$ cat src/rtl/rtc_pkg.sv
package rtc_pkg;

    localparam logic [7:0] IX_SEC   = 8'h00;
    localparam logic [7:0] IX_ALM_S = 8'h01;
    localparam logic [7:0] IX_MIN   = 8'h02;
    localparam logic [7:0] IX_ALM_M = 8'h03;
    localparam logic [7:0] IX_HOUR  = 8'h04;
    localparam logic [7:0] IX_ALM_H = 8'h05;
    localparam logic [7:0] IX_DOW   = 8'h06;
    localparam logic [7:0] IX_DATE  = 8'h07;
    localparam logic [7:0] IX_MON   = 8'h08;
    localparam logic [7:0] IX_YEAR  = 8'h09;
    localparam logic [7:0] IX_CTLA  = 8'h0A;
    localparam logic [7:0] IX_CTLB  = 8'h0B;
    localparam logic [7:0] IX_CTLC  = 8'h0C;
    localparam logic [7:0] IX_CTLD  = 8'h0D;

    localparam logic [7:0] CTLB_RST = 8'h02;
    localparam logic [7:0] CTLD_VAL = 8'h80;

    typedef struct packed {
        logic [7:0] sec;
        logic [7:0] min;
        logic [7:0] hour;
        logic [7:0] dow;
        logic [7:0] date;
        logic [7:0] mon;
        logic [7:0] year;
    } rtc_time_t;

    typedef struct packed {
        logic [7:0] idx;
        logic [6:0] ctla;
        logic [7:0] ctlb;
        logic [7:0] alm_s;
        logic [7:0] alm_m;
        logic [7:0] alm_h;
        logic [7:0] rdata;
    } host_state_t;

    function automatic logic [7:0] bcd_inc(input logic [7:0] v);
        if (v[3:0] >= 4'd9) return {v[7:4] + 4'd1, 4'd0};
        return {v[7:4], v[3:0] + 4'd1};
    endfunction

    // Multiple of four: even tens with ones 0/4/8, odd tens with ones 2/6.
    function automatic logic bcd_leap(input logic [7:0] y);
        if (!y[4]) return (y[3:0] == 4'd0) || (y[3:0] == 4'd4) || (y[3:0] == 4'd8);
        return (y[3:0] == 4'd2) || (y[3:0] == 4'd6);
    endfunction

    function automatic logic [7:0] month_last(input logic [7:0] mon, input logic [7:0] yr);
        case (mon)
            8'h02:                      return bcd_leap(yr) ? 8'h29 : 8'h28;
            8'h04, 8'h06, 8'h09, 8'h11: return 8'h30;
            default:                    return 8'h31;
        endcase
    endfunction

    function automatic rtc_time_t advance(input rtc_time_t t);
        rtc_time_t n;
        n = t;
        if (t.sec != 8'h59) n.sec = bcd_inc(t.sec);
        else begin
            n.sec = 8'h00;
            if (t.min != 8'h59) n.min = bcd_inc(t.min);
            else begin
                n.min = 8'h00;
                if (t.hour != 8'h23) n.hour = bcd_inc(t.hour);
                else begin
                    n.hour = 8'h00;
                    n.dow  = (t.dow >= 8'h07) ? 8'h01 : bcd_inc(t.dow);
                    if (t.date != month_last(t.mon, t.year)) n.date = bcd_inc(t.date);
                    else begin
                        n.date = 8'h01;
                        if (t.mon != 8'h12) n.mon = bcd_inc(t.mon);
                        else begin
                            n.mon  = 8'h01;
                            n.year = (t.year == 8'h99) ? 8'h00 : bcd_inc(t.year);
                        end
                    end
                end
            end
        end
        return n;
    endfunction

endpackage

$ cat src/rtl/rtc_timekeeper.sv
module rtc_timekeeper
    import rtc_pkg::*;
#(
    parameter int UIP_LEAD = 4
) (
    input  logic       clk,
    input  logic       rst_n,
    input  logic       tick_i,
    input  logic       freeze_i,
    input  logic       ld_en_i,
    input  logic [7:0] ld_idx_i,
    input  logic [7:0] ld_data_i,
    output rtc_time_t  time_o,
    output logic       uip_o
);

    localparam int CNT_W = (UIP_LEAD > 1) ? $clog2(UIP_LEAD) : 1;
    localparam logic [CNT_W-1:0] CNT_LAST = CNT_W'(UIP_LEAD - 1);

    typedef struct packed {
        rtc_time_t        tm;
        logic             uip;
        logic [CNT_W-1:0] cnt;
    } tk_state_t;

    tk_state_t st_d, st_q;

    always_comb begin
        st_d = st_q;
        if (freeze_i) begin
            st_d.uip = 1'b0;
            st_d.cnt = '0;
            if (ld_en_i) begin
                case (ld_idx_i)
                    IX_SEC:  st_d.tm.sec  = ld_data_i;
                    IX_MIN:  st_d.tm.min  = ld_data_i;
                    IX_HOUR: st_d.tm.hour = ld_data_i;
                    IX_DOW:  st_d.tm.dow  = ld_data_i;
                    IX_DATE: st_d.tm.date = ld_data_i;
                    IX_MON:  st_d.tm.mon  = ld_data_i;
                    IX_YEAR: st_d.tm.year = ld_data_i;
                    default: ;
                endcase
            end
        end else if (st_q.uip) begin
            if (st_q.cnt == CNT_LAST) begin
                st_d.tm  = advance(st_q.tm);
                st_d.uip = 1'b0;
                st_d.cnt = '0;
            end else begin
                st_d.cnt = st_q.cnt + 1'b1;
            end
        end else if (tick_i) begin
            st_d.uip = 1'b1;
            st_d.cnt = '0;
        end
    end

    always_ff @(posedge clk or negedge rst_n) begin
        if (!rst_n) begin
            st_q.tm.sec  <= 8'h00;
            st_q.tm.min  <= 8'h00;
            st_q.tm.hour <= 8'h00;
            st_q.tm.dow  <= 8'h01;
            st_q.tm.date <= 8'h01;
            st_q.tm.mon  <= 8'h01;
            st_q.tm.year <= 8'h00;
            st_q.uip     <= 1'b0;
            st_q.cnt     <= '0;
        end else begin
            st_q <= st_d;
        end
    end

    assign time_o = st_q.tm;
    assign uip_o  = st_q.uip;

endmodule

$ cat src/rtl/rtc_user_ram.sv
module rtc_user_ram #(
    parameter int DEPTH = 48,
    parameter int AW    = (DEPTH > 1) ? $clog2(DEPTH) : 1
) (
    input  logic          clk,
    input  logic          rst_n,
    input  logic          we_i,
    input  logic [AW-1:0] addr_i,
    input  logic [7:0]    wdata_i,
    output logic [7:0]    rdata_o
);

    logic [7:0]       mem_d [DEPTH];
    logic [7:0]       mem_q [DEPTH];
    logic [DEPTH-1:0] we_vec;

    for (genvar g = 0; g < DEPTH; g++) begin : g_cell
        assign we_vec[g] = we_i && (addr_i == AW'(g));
    end

    always_comb begin
        for (int i = 0; i < DEPTH; i++) begin
            mem_d[i] = we_vec[i] ? wdata_i : mem_q[i];
        end
        rdata_o = (int'(addr_i) < DEPTH) ? mem_q[addr_i] : 8'h00;
    end

    always_ff @(posedge clk or negedge rst_n) begin
        if (!rst_n) begin
            for (int i = 0; i < DEPTH; i++) mem_q[i] <= 8'h00;
        end else begin
            for (int i = 0; i < DEPTH; i++) mem_q[i] <= mem_d[i];
        end
    end

endmodule

$ cat src/rtl/rtc_idx_port.sv
module rtc_idx_port
    import rtc_pkg::*;
#(
    parameter int         UIP_LEAD  = 4,
    parameter int         RAM_DEPTH = 48,
    parameter logic [7:0] RAM_BASE  = 8'h10
) (
    input  logic       clk,
    input  logic       rst_n,
    input  logic       tick_i,
    input  logic       bus_sel_i,
    input  logic       bus_wr_i,
    input  logic       bus_port_i,
    input  logic [7:0] bus_wdata_i,
    output logic [7:0] bus_rdata_o
);

    localparam int RAM_AW = (RAM_DEPTH > 1) ? $clog2(RAM_DEPTH) : 1;

    host_state_t st_d, st_q;

    logic        wr_addr, wr_data, rd_strobe;
    logic        freeze, ld_fire, time_hit, ram_hit, tk_uip;
    logic [7:0]  ram_off, ram_rd, rd_val;
    rtc_time_t   tm;

    assign wr_addr   = bus_sel_i && bus_wr_i && !bus_port_i;
    assign wr_data   = bus_sel_i && bus_wr_i && bus_port_i;
    assign rd_strobe = bus_sel_i && !bus_wr_i && bus_port_i;
    assign freeze    = st_q.ctlb[7];
    assign time_hit  = st_q.idx inside {IX_SEC, IX_MIN, IX_HOUR, IX_DOW, IX_DATE, IX_MON, IX_YEAR};
    assign ld_fire   = wr_data && time_hit && freeze;
    assign ram_off   = st_q.idx - RAM_BASE;
    assign ram_hit   = ram_off < 8'(RAM_DEPTH);

    rtc_timekeeper #(.UIP_LEAD(UIP_LEAD)) u_tk (
        .clk      (clk),
        .rst_n    (rst_n),
        .tick_i   (tick_i),
        .freeze_i (freeze),
        .ld_en_i  (ld_fire),
        .ld_idx_i (st_q.idx),
        .ld_data_i(bus_wdata_i),
        .time_o   (tm),
        .uip_o    (tk_uip)
    );

    rtc_user_ram #(.DEPTH(RAM_DEPTH), .AW(RAM_AW)) u_ram (
        .clk    (clk),
        .rst_n  (rst_n),
        .we_i   (wr_data && ram_hit),
        .addr_i (ram_off[RAM_AW-1:0]),
        .wdata_i(bus_wdata_i),
        .rdata_o(ram_rd)
    );

    always_comb begin
        case (st_q.idx)
            IX_SEC:   rd_val = tm.sec;
            IX_ALM_S: rd_val = st_q.alm_s;
            IX_MIN:   rd_val = tm.min;
            IX_ALM_M: rd_val = st_q.alm_m;
            IX_HOUR:  rd_val = tm.hour;
            IX_ALM_H: rd_val = st_q.alm_h;
            IX_DOW:   rd_val = tm.dow;
            IX_DATE:  rd_val = tm.date;
            IX_MON:   rd_val = tm.mon;
            IX_YEAR:  rd_val = tm.year;
            IX_CTLA:  rd_val = {tk_uip, st_q.ctla};
            IX_CTLB:  rd_val = st_q.ctlb;
            IX_CTLC:  rd_val = 8'h00;
            IX_CTLD:  rd_val = CTLD_VAL;
            default:  rd_val = ram_hit ? ram_rd : 8'h00;
        endcase
    end

    always_comb begin
        st_d = st_q;
        if (wr_addr) st_d.idx = bus_wdata_i;
        if (wr_data) begin
            case (st_q.idx)
                IX_ALM_S: st_d.alm_s = bus_wdata_i;
                IX_ALM_M: st_d.alm_m = bus_wdata_i;
                IX_ALM_H: st_d.alm_h = bus_wdata_i;
                IX_CTLA:  st_d.ctla  = bus_wdata_i[6:0];
                IX_CTLB:  st_d.ctlb  = bus_wdata_i;
                default: ;
            endcase
        end
        if (bus_sel_i && !bus_wr_i) st_d.rdata = bus_port_i ? rd_val : st_q.idx;
    end

    always_ff @(posedge clk or negedge rst_n) begin
        if (!rst_n) begin
            st_q.idx   <= 8'h00;
            st_q.ctla  <= 7'h00;
            st_q.ctlb  <= CTLB_RST;
            st_q.alm_s <= 8'h00;
            st_q.alm_m <= 8'h00;
            st_q.alm_h <= 8'h00;
            st_q.rdata <= 8'h00;
        end else begin
            st_q <= st_d;
        end
    end

    assign bus_rdata_o = st_q.rdata;

endmodule

$ cat config.mk
export PLATFORM = sky130hd
export DESIGN_NAME = rtc_idx_port
export DESIGN_NICKNAME = d
export VERILOG_FILES = /design/src/rtl/rtc_pkg.sv /design/src/rtl/rtc_timekeeper.sv /design/src/rtl/rtc_user_ram.sv /design/src/rtl/rtc_idx_port.sv
export SDC_FILE = /design/constraint.sdc
export NUM_CORES = 1
export LEC_CHECK = 0
export BUFFER_PORTS_ARGS = -buffer_cell sky130_fd_sc_hd__buf_2
export CORE_MARGIN = 2
export CORE_UTILIZATION = 40
export CTS_CLUSTER_SIZE = 16
export DETAILED_ROUTE_END_ITERATION = 10
export GPL_ROUTABILITY_DRIVEN = 0
export HOLD_SLACK_MARGIN = 0.12
export MAX_ROUTING_LAYER = met4
export PLACE_DENSITY_LB_ADDON = 0.25
export SETUP_SLACK_MARGIN = 0.3
export SLEW_MARGIN = 20
export SYNTH_ARGS = -nofsm -noshare
export SYNTH_HDL_FRONTEND = slang
export SYNTH_SLANG_ARGS = --single-unit
$ cat constraint.sdc
create_clock -name clk -period 3.4 [get_ports clk]
set_clock_uncertainty 0.2 [all_clocks]
set_input_delay 0.34 -clock clk [delete_from_list [all_inputs] [get_ports clk]]
set_output_delay 0.34 -clock clk [all_outputs]
set_load 0.01 [all_outputs]
Word level (Yosys, flattened, before mapping)
Index checks and enable logic that the tools add are counted.
- add/sub/neg operators: 16
- multiply operators: 0
- divide/modulo/power cells: 0
- $lt $le $gt $ge: 11
- eq/ne operators: 94
- shift operators: 0
- muxes and demuxes: 123
- bitwise operators: 1
- reductions and logical operators: 89
- operator list (cell ; count):
    2-to-1 mux 8 bit ; 40
    2-to-1 mux 56 bit ; 2
    one-hot mux 8 bit (14 select lines) ; 1
    == test 6 x 5 -> 1 bit, second input constant ; 16
    == test 6 bit, second input constant ; 16
    2-to-1 mux 1 bit ; 69
    2-to-1 mux 59 bit ; 1
    2-to-1 mux 57 bit ; 1
    adder 4 x 1 -> 4 bit, second input constant ; 14
    == test 8 x 4 -> 1 bit, second input constant ; 7
    logical AND 1 bit ; 55
    binary-select mux 8 bit (select 6 bit) ; 1
    == test 6 x 4 -> 1 bit, second input constant ; 8
    == test 8 x 3 -> 1 bit, second input constant ; 6
    2-to-1 mux 48 bit ; 1
    2-to-1 mux 40 bit ; 1
    2-to-1 mux 32 bit ; 1
    >= comparator 4 bit, second input constant ; 7
    == test 6 x 3 -> 1 bit, second input constant ; 4
    == test 8 x 2 -> 1 bit, second input constant ; 3
    AND reduction 8 bit ; 3
    AND reduction 7 bit ; 3
    AND reduction 9 bit ; 2
    2-to-1 mux 16 bit ; 1
    40 further kinds ; 71
- flip-flop bits (word level): 498
- bits in latches: 0
- RAM bits: 0
- bits in read-only memories: 0
- bits of input ports: 14
- output and inout port bits: 8
- word-level logic and storage cells: 405
- memories kept: 0

Logic depth before layout (Yosys ltp)
- depth in word-level cells: 42
- gate-level depth with buffers: 12
- depth with buffers taken out: 9

Hierarchy
Synthesis repeated with hierarchy kept, for this count alone.
- cells, all modules: 1954
- area total of the unflattened synthesis: 25635.8 µm²
- by module, submodules not included (module ; instances ; cells an instance ; area an instance (µm²) ; seq. area each (µm²)):
    rtc_user_ram ; 1 ; 1112 ; 17660.7 ; 9609.2
    rtc_timekeeper ; 1 ; 537 ; 4645.7 ; 1480.2
    rtc_idx_port ; 1 ; 305 ; 3329.4 ; 1377.6

Worst setup path after synthesis
No wires, ideal clock.
- path type: register -> register
- from: register, netlist name u_tk.time_o[8]
- to: register, netlist name u_tk.time_o[20]
- library setup time: 0.125 ns
- data arrival time: 2.407 ns
- required time: 3.075 ns
- path slack: 0.668 ns
- cell stages (with the launch flop): 11
- buffers on the path: 1
- clock period less this slack: 2.732 ns
- cells stage by stage: dfstp_2 -> inv_1 -> ha_1 -> and2_1 -> nand2_2 -> o211ai_2 -> o21a_1 -> o21a_1 -> buf_6 -> o31a_4 -> mux2_4
- cells in the longest elaborated chain, start to end: 17
- elaborated cells on any way between the ends: 23
- those cells by class: eq/ne: 7; mux: 14; reduce/logical: 2
- ends and longest elaborated chain (what ; line ; source):
    == test 8 x 3 -> 1 bit (tied with other cells) ; rtc_pkg.sv:53 ; case (mon)
    OR reduction 4 bit ; rtc_pkg.sv:53 ;
    one-hot mux 8 bit (2 select lines) (*) ; rtc_pkg.sv:53 ;
    2-to-1 mux 8 bit (*) ; rtc_pkg.sv:69 ; if (t.hour != 8'h23) n.hour = bcd_inc(t.hour);
    2-to-1 mux 8 bit (*) ; rtc_pkg.sv:66 ; if (t.min != 8'h59) n.min = bcd_inc(t.min);
    2-to-1 mux 8 bit (*) ; rtc_pkg.sv:63 ; if (t.sec != 8'h59) n.sec = bcd_inc(t.sec);
    2-to-1 mux 8 bit (*) ; rtc_timekeeper.sv:46 ; if (st_q.cnt == CNT_LAST) begin
    2-to-1 mux 8 bit (*) ; rtc_timekeeper.sv:45 ; end else if (st_q.uip) begin
    2-to-1 mux 8 bit (*) ; rtc_timekeeper.sv:30 ; if (freeze_i) begin
    inequality test 8 bit (*) ; rtc_pkg.sv:73 ; if (t.date != month_last(t.mon, t.year)) n.date = bcd_inc(t.date);
    2-to-1 mux 8 bit ; rtc_pkg.sv:73 ;
    2-to-1 mux 32 bit ; rtc_pkg.sv:69 ;
    2-to-1 mux 40 bit ; rtc_pkg.sv:66 ;
    2-to-1 mux 48 bit ; rtc_pkg.sv:63 ;
    2-to-1 mux 57 bit ; rtc_timekeeper.sv:46 ;
    2-to-1 mux 56 bit ; rtc_timekeeper.sv:45 ;
    2-to-1 mux 59 bit ; rtc_timekeeper.sv:30 ;
Every way passes the cells marked *; elsewhere a longest branch is shown, timed or not. The select of a mux whose other input is x is not followed.
A chain may end at the register's enable or synchronous reset.

Final worst setup path
- from: register st_q[51] in the netlist's numbering
- to: register, netlist name u_tk.time_o[3]
- cells in the longest elaborated chain, start to end: 6
- elaborated cells on any way between the ends: 13
- those cells by class: eq/ne: 8; reduce/logical: 5
- ends and longest elaborated chain (what ; line ; source):
    start, declared ; rtc_idx_port.sv:20 ; host_state_t st_d, st_q;
    start signal, assigned ; rtc_idx_port.sv:103 ; st_q <= st_d;
    == test 8 x 2 -> 1 bit (tied with other cells) ; rtc_idx_port.sv:31 ; assign time_hit = st_q.idx inside {IX_SEC, IX_MIN, IX_HOUR, IX_DOW, IX_DATE, IX_MON, IX_YEAR};
    nonzero test 7 bit ; rtc_idx_port.sv:31 ;
    logical AND 1 bit (2 in series) ; rtc_idx_port.sv:32 ; assign ld_fire = wr_data && time_hit && freeze;
    inequality test 2 x 1 -> 1 bit (no source line) ; n/a ;
    AND reduction 9 bit (no source line) (*) ; n/a ;
Every way passes the cells marked *; elsewhere a longest branch is shown, timed or not.

==> impl_summary.md <==
Power and ir drop
For this design the ratio of total power to cell area is 494.9 mW/mm^2. The design draws 13.97 mW. In this run the static leakage power is approximately 13 nW. Across the VDD grid, the largest voltage drop is between 0.0003 and 0.0004 V.

Synth
The flip-flop cell with the highest count after synthesis is sky130_fd_sc_hd__dfrtp_1. The synthesized area is around 0.025 mm^2. The fraction of registers with async set/reset is 1.000. By area the synthesized netlist is led by sky130_fd_sc_hd__dfrtp_1 49%, sky130_fd_sc_hd__mux2_2 20%, sky130_fd_sc_hd__mux4_2 9.5%. The largest total area in the synthesized netlist belongs to sky130_fd_sc_hd__dfrtp_1. The share of the Yosys chip area taken by registers is 0.4965.

The portion of synthesized cell area occupied by the leading cell type is 0.4924. The number of warnings printed during yosys synthesis is 0. The net count after synthesis is between 1,500 and 2,000. Counting flops with a built-in enable in the synthesized netlist gives 0. After synthesis, the netlist uses 83 different library cells.

After synthesis, the most frequently instantiated cells are 494 x sky130_fd_sc_hd__dfrtp_1, 437 x sky130_fd_sc_hd__mux2_2, 106 x sky130_fd_sc_hd__mux4_2. The synthesized area divided by synthesized cell count is 13.13 um^2. The count of mapped cells out of synthesis is 1,912. In the post-synthesis netlist, the cell with the most instances is sky130_fd_sc_hd__dfrtp_1. In this run, synthesis produced a sequential element count of 498.

Cells and area
At the end of the flow the core is filled with cells to 0.4557. The area growth from synthesis to layout is 12.42%. In the final design database the tool counted between 1,500 and 2,000 nets.

The finished layout cell area is 0.02823 mm^2. Of the cells placed in the final design, the portion with a size suffix greater than 1 is 0.3955. Fill cells in the final layout number approximately 5,600.

Critical path
The worst register-to-register path begins at st_q[51]. For the worst setup path, the data arrival time is 3.39 ns. At the worst endpoint, the required time is 3.70 ns. The type of the setup path with the least slack is reg2reg. The internal reg-to-reg setup slack is 0.31 ns.

Counting cells, the worst reg-to-reg path comes to 8. The type of origin of the critical path is a register. The worst register-to-register path ends at u_tk.time_o[3]. The maximum fanout count along the critical path is 10. The nature of the critical path endpoint is a register.

CTS
The clock slew at the register clock pins of the worst setup and hold paths is roughly 0.060 ns. The root buffer cell chosen for the clock tree is sky130_fd_sc_hd__clkbuf_16. TritonCTS built the clock tree. In this run the number of H-tree levels came out at 2. The buffer levels on the longest clock path is 3.

In this run, CTS created clock tree buffers numbering 54. Clock latency on the worst-skew pair, taken at its later pin, is 0.61 ns. Clock tree synthesis found a total of 498 sinks.

Die
The placeable core area is between 0.06 and 0.07 mm^2. The total number of placement rows is 91. The floorplan step set the die height to ~250 um.

The chip width is approximately 250 um. For this configuration, the core starts out at a cell density of 0.4054. The top-level I/O count is 22.

The die area is 0.06479 mm^2.

Detailed routing
For this block, the via count after detailed routing is 16,400. The remaining antenna violation count after routing is 0. The routed design has about 69 mm of wire. The vias per cell is 5.821. For this run, design rule violations remaining after detail routing come to 0. In the final routed layout, each cell accounts on average for 24.46 um.

The count of routing violations after the opening detailed-route iteration is 1,324. The first detailed-routing pass ran for 6 iterations.

Timing
The transition at the pin with the smallest max-transition slack is just over 0.8 ns. The setup-violating endpoint count in the final report is 0. The worst hold margin is 0.1612 ns. The final setup TNS is 0 ns. Setup repair after global routing could not meet its margin everywhere. The fmax is ~0.32 GHz. In the finished design, the share of the clock period the worst path needs comes to 0.9088.

The worst slew margin relative to its limit is 0.4497. The final number of hold-violating endpoints is 0. The number of max-slew violations in the final report was 0. The final critical delay including setup and external delays is 3.090 ns.

Job
The tool flagged a number of max-cap violations equal to 0.

Global route
The first global-routing pass estimated 106.4 mm of wire. Entering global routing, the biggest net connects 107 pins. The number of global-route vias before repair is ~17,000. In the global route stage, overall resource usage came out at 0.2249.

The number of antenna violations at the first check in global routing is 2. The final global-route overflow total is 0.

Run status
The run finished with clean final reports.

Place
The standard cell area after detailed placement is approximately 0.026 mm^2. The HPWL reported at the end of detailed placement is ~45 mm. The count of buffers added on input and output ports is 21.

Worst hold path
The launch point of the worst hold path is bus_wdata_i[0]. For hold timing, the worst endpoint is u_tk.time_o[16]. The cell depth of the worst min-delay path is 3.

The path class of the tightest hold or removal check is in2reg.
## registers in the layout, indices dropped and copies added, names as in the netlist
name and count:
u_ram.mem_q 384, u_tk.time_o 56, st_q 46, bus_rdata_o 8
u_tk.st_q 2, u_tk.uip_o 1, freeze 1
## layout by cell type (no fill, tap or decap), types with 8 or more instances in the layout
master                            n
sky130_fd_sc_hd__nor3_1          15
sky130_fd_sc_hd__nand4_1          9
sky130_fd_sc_hd__and2_1          19
sky130_fd_sc_hd__o31a_1          11
sky130_fd_sc_hd__a22oi_1         15
sky130_fd_sc_hd__o21ai_0         67
sky130_fd_sc_hd__clkinv_2        10
sky130_fd_sc_hd__nand2b_1         8
sky130_fd_sc_hd__nor2_4          14
sky130_fd_sc_hd__nor2b_1         19
sky130_fd_sc_hd__mux2i_1         29
sky130_fd_sc_hd__a31oi_1         13
sky130_fd_sc_hd__clkbuf_8        10
sky130_fd_sc_hd__clkbuf_1        16
sky130_fd_sc_hd__dlygate4sd3_1    9
sky130_fd_sc_hd__buf_12          12
sky130_fd_sc_hd__nand2_1         84
sky130_fd_sc_hd__a211oi_1        24
sky130_fd_sc_hd__buf_2           20
sky130_fd_sc_hd__nor2_1          75
sky130_fd_sc_hd__a21oi_1         53
sky130_fd_sc_hd__dfrtp_1        490
sky130_fd_sc_hd__mux4_2         106
sky130_fd_sc_hd__buf_4           62
sky130_fd_sc_hd__o22ai_1         11
sky130_fd_sc_hd__ha_1            44
sky130_fd_sc_hd__clkbuf_16       55
sky130_fd_sc_hd__nand3_1         30
sky130_fd_sc_hd__nor2_2          22
sky130_fd_sc_hd__inv_1           46
sky130_fd_sc_hd__mux2_2         437
## through the flow
stage,instances,setup slack [ns]
2_1_floorplan,1912,0.6677
4_1_cts,2816,0.3041
6_report,2818,0.3100
3_5_place_dp,2711,0.2753
5_1_grt,2818,0.2466
3_3_place_gp,2711,0.3941
## how the worst max path moves through the flow
| stage | start | endpoint | slack [ns] |
|---|---|---|---|
| 6_report | st_q[51] | u_tk.time_o[3] | 0.31 |
| 5_1_grt | st_q[51] | u_tk.time_o[5] | 0.25 |
| 4_1_cts | st_q[51] | u_ram.mem_q[357] | 0.30 |
| 3_5_place_dp | st_q[51] | u_ram.mem_q[12] | 0.28 |
| 3_3_place_gp | st_q[51] | u_ram.mem_q[9] | 0.39 |
| 2_1_floorplan | u_tk.time_o[8] | u_tk.time_o[20] | 0.67 |
## timing repair
item | CTS | global route
gates resized for setup | 1 | 12
setup buffers | 0 | 1
endpoints found under the hold margin | 358 | 0
setup endpoints to repair | 2 | 168
pin swaps | 0 | 2
hold buffers | 10 | 0
## metal layers
layer,global-route usage,wire length [um],part of all wire
met2,0.3451,32090,0.47
met4,0.06633,2036,0.030
met3,0.04256,4041,0.059
met5,-,0,0
met1,0.3047,30760,0.45
## kinds of logic after synthesis
kind of cell / synth area share
fa+ha+maj: 0.02193
xor+xnor: 0.0003489
buf+inv: 0.03130
compound gates: 0.07560
mux: 0.3056
flops: 0.4965
simple gates: 0.06867
## report_power, final
part / internal, mW / leakage [nW] / total, mW / switching (mW)
Combinational: 0.729 / 5.26 / 1.87 / 1.14
Sequential: 6.15 / 6.80 / 6.36 / 0.203
Clock: 3.32 / 0.841 / 5.74 / 2.42
Total: 10.2 / 12.9 / 14.0 / 3.76
## cell type report
class                   count  area (um^2)  share of cell area
well taps                 837         1047             0.03710
clock buffers              81         1574             0.05576
clock inverters            14        126.4            0.004477
multi-input cells        1236        11910              0.4220
repair buffers            104        910.9             0.03227
diodes                      1        2.502          0.00008866
inverters                  47        176.4            0.006250
flip-flops and latches    498        12480              0.4420
## worst max-delay path, cell delays in order, from the launching register on
cell and delay (ns):
sky130_fd_sc_hd__dfrtp_1 0.49, sky130_fd_sc_hd__inv_1 0.16, sky130_fd_sc_hd__ha_1 0.21, sky130_fd_sc_hd__or3b_1 0.40
sky130_fd_sc_hd__nor2_1 0.17, sky130_fd_sc_hd__nand3_2 0.19, sky130_fd_sc_hd__a21oi_1 0.50, sky130_fd_sc_hd__o21ai_1 0.27
sky130_fd_sc_hd__o32a_1 0.38
Power figures use the tool's default switching activity.
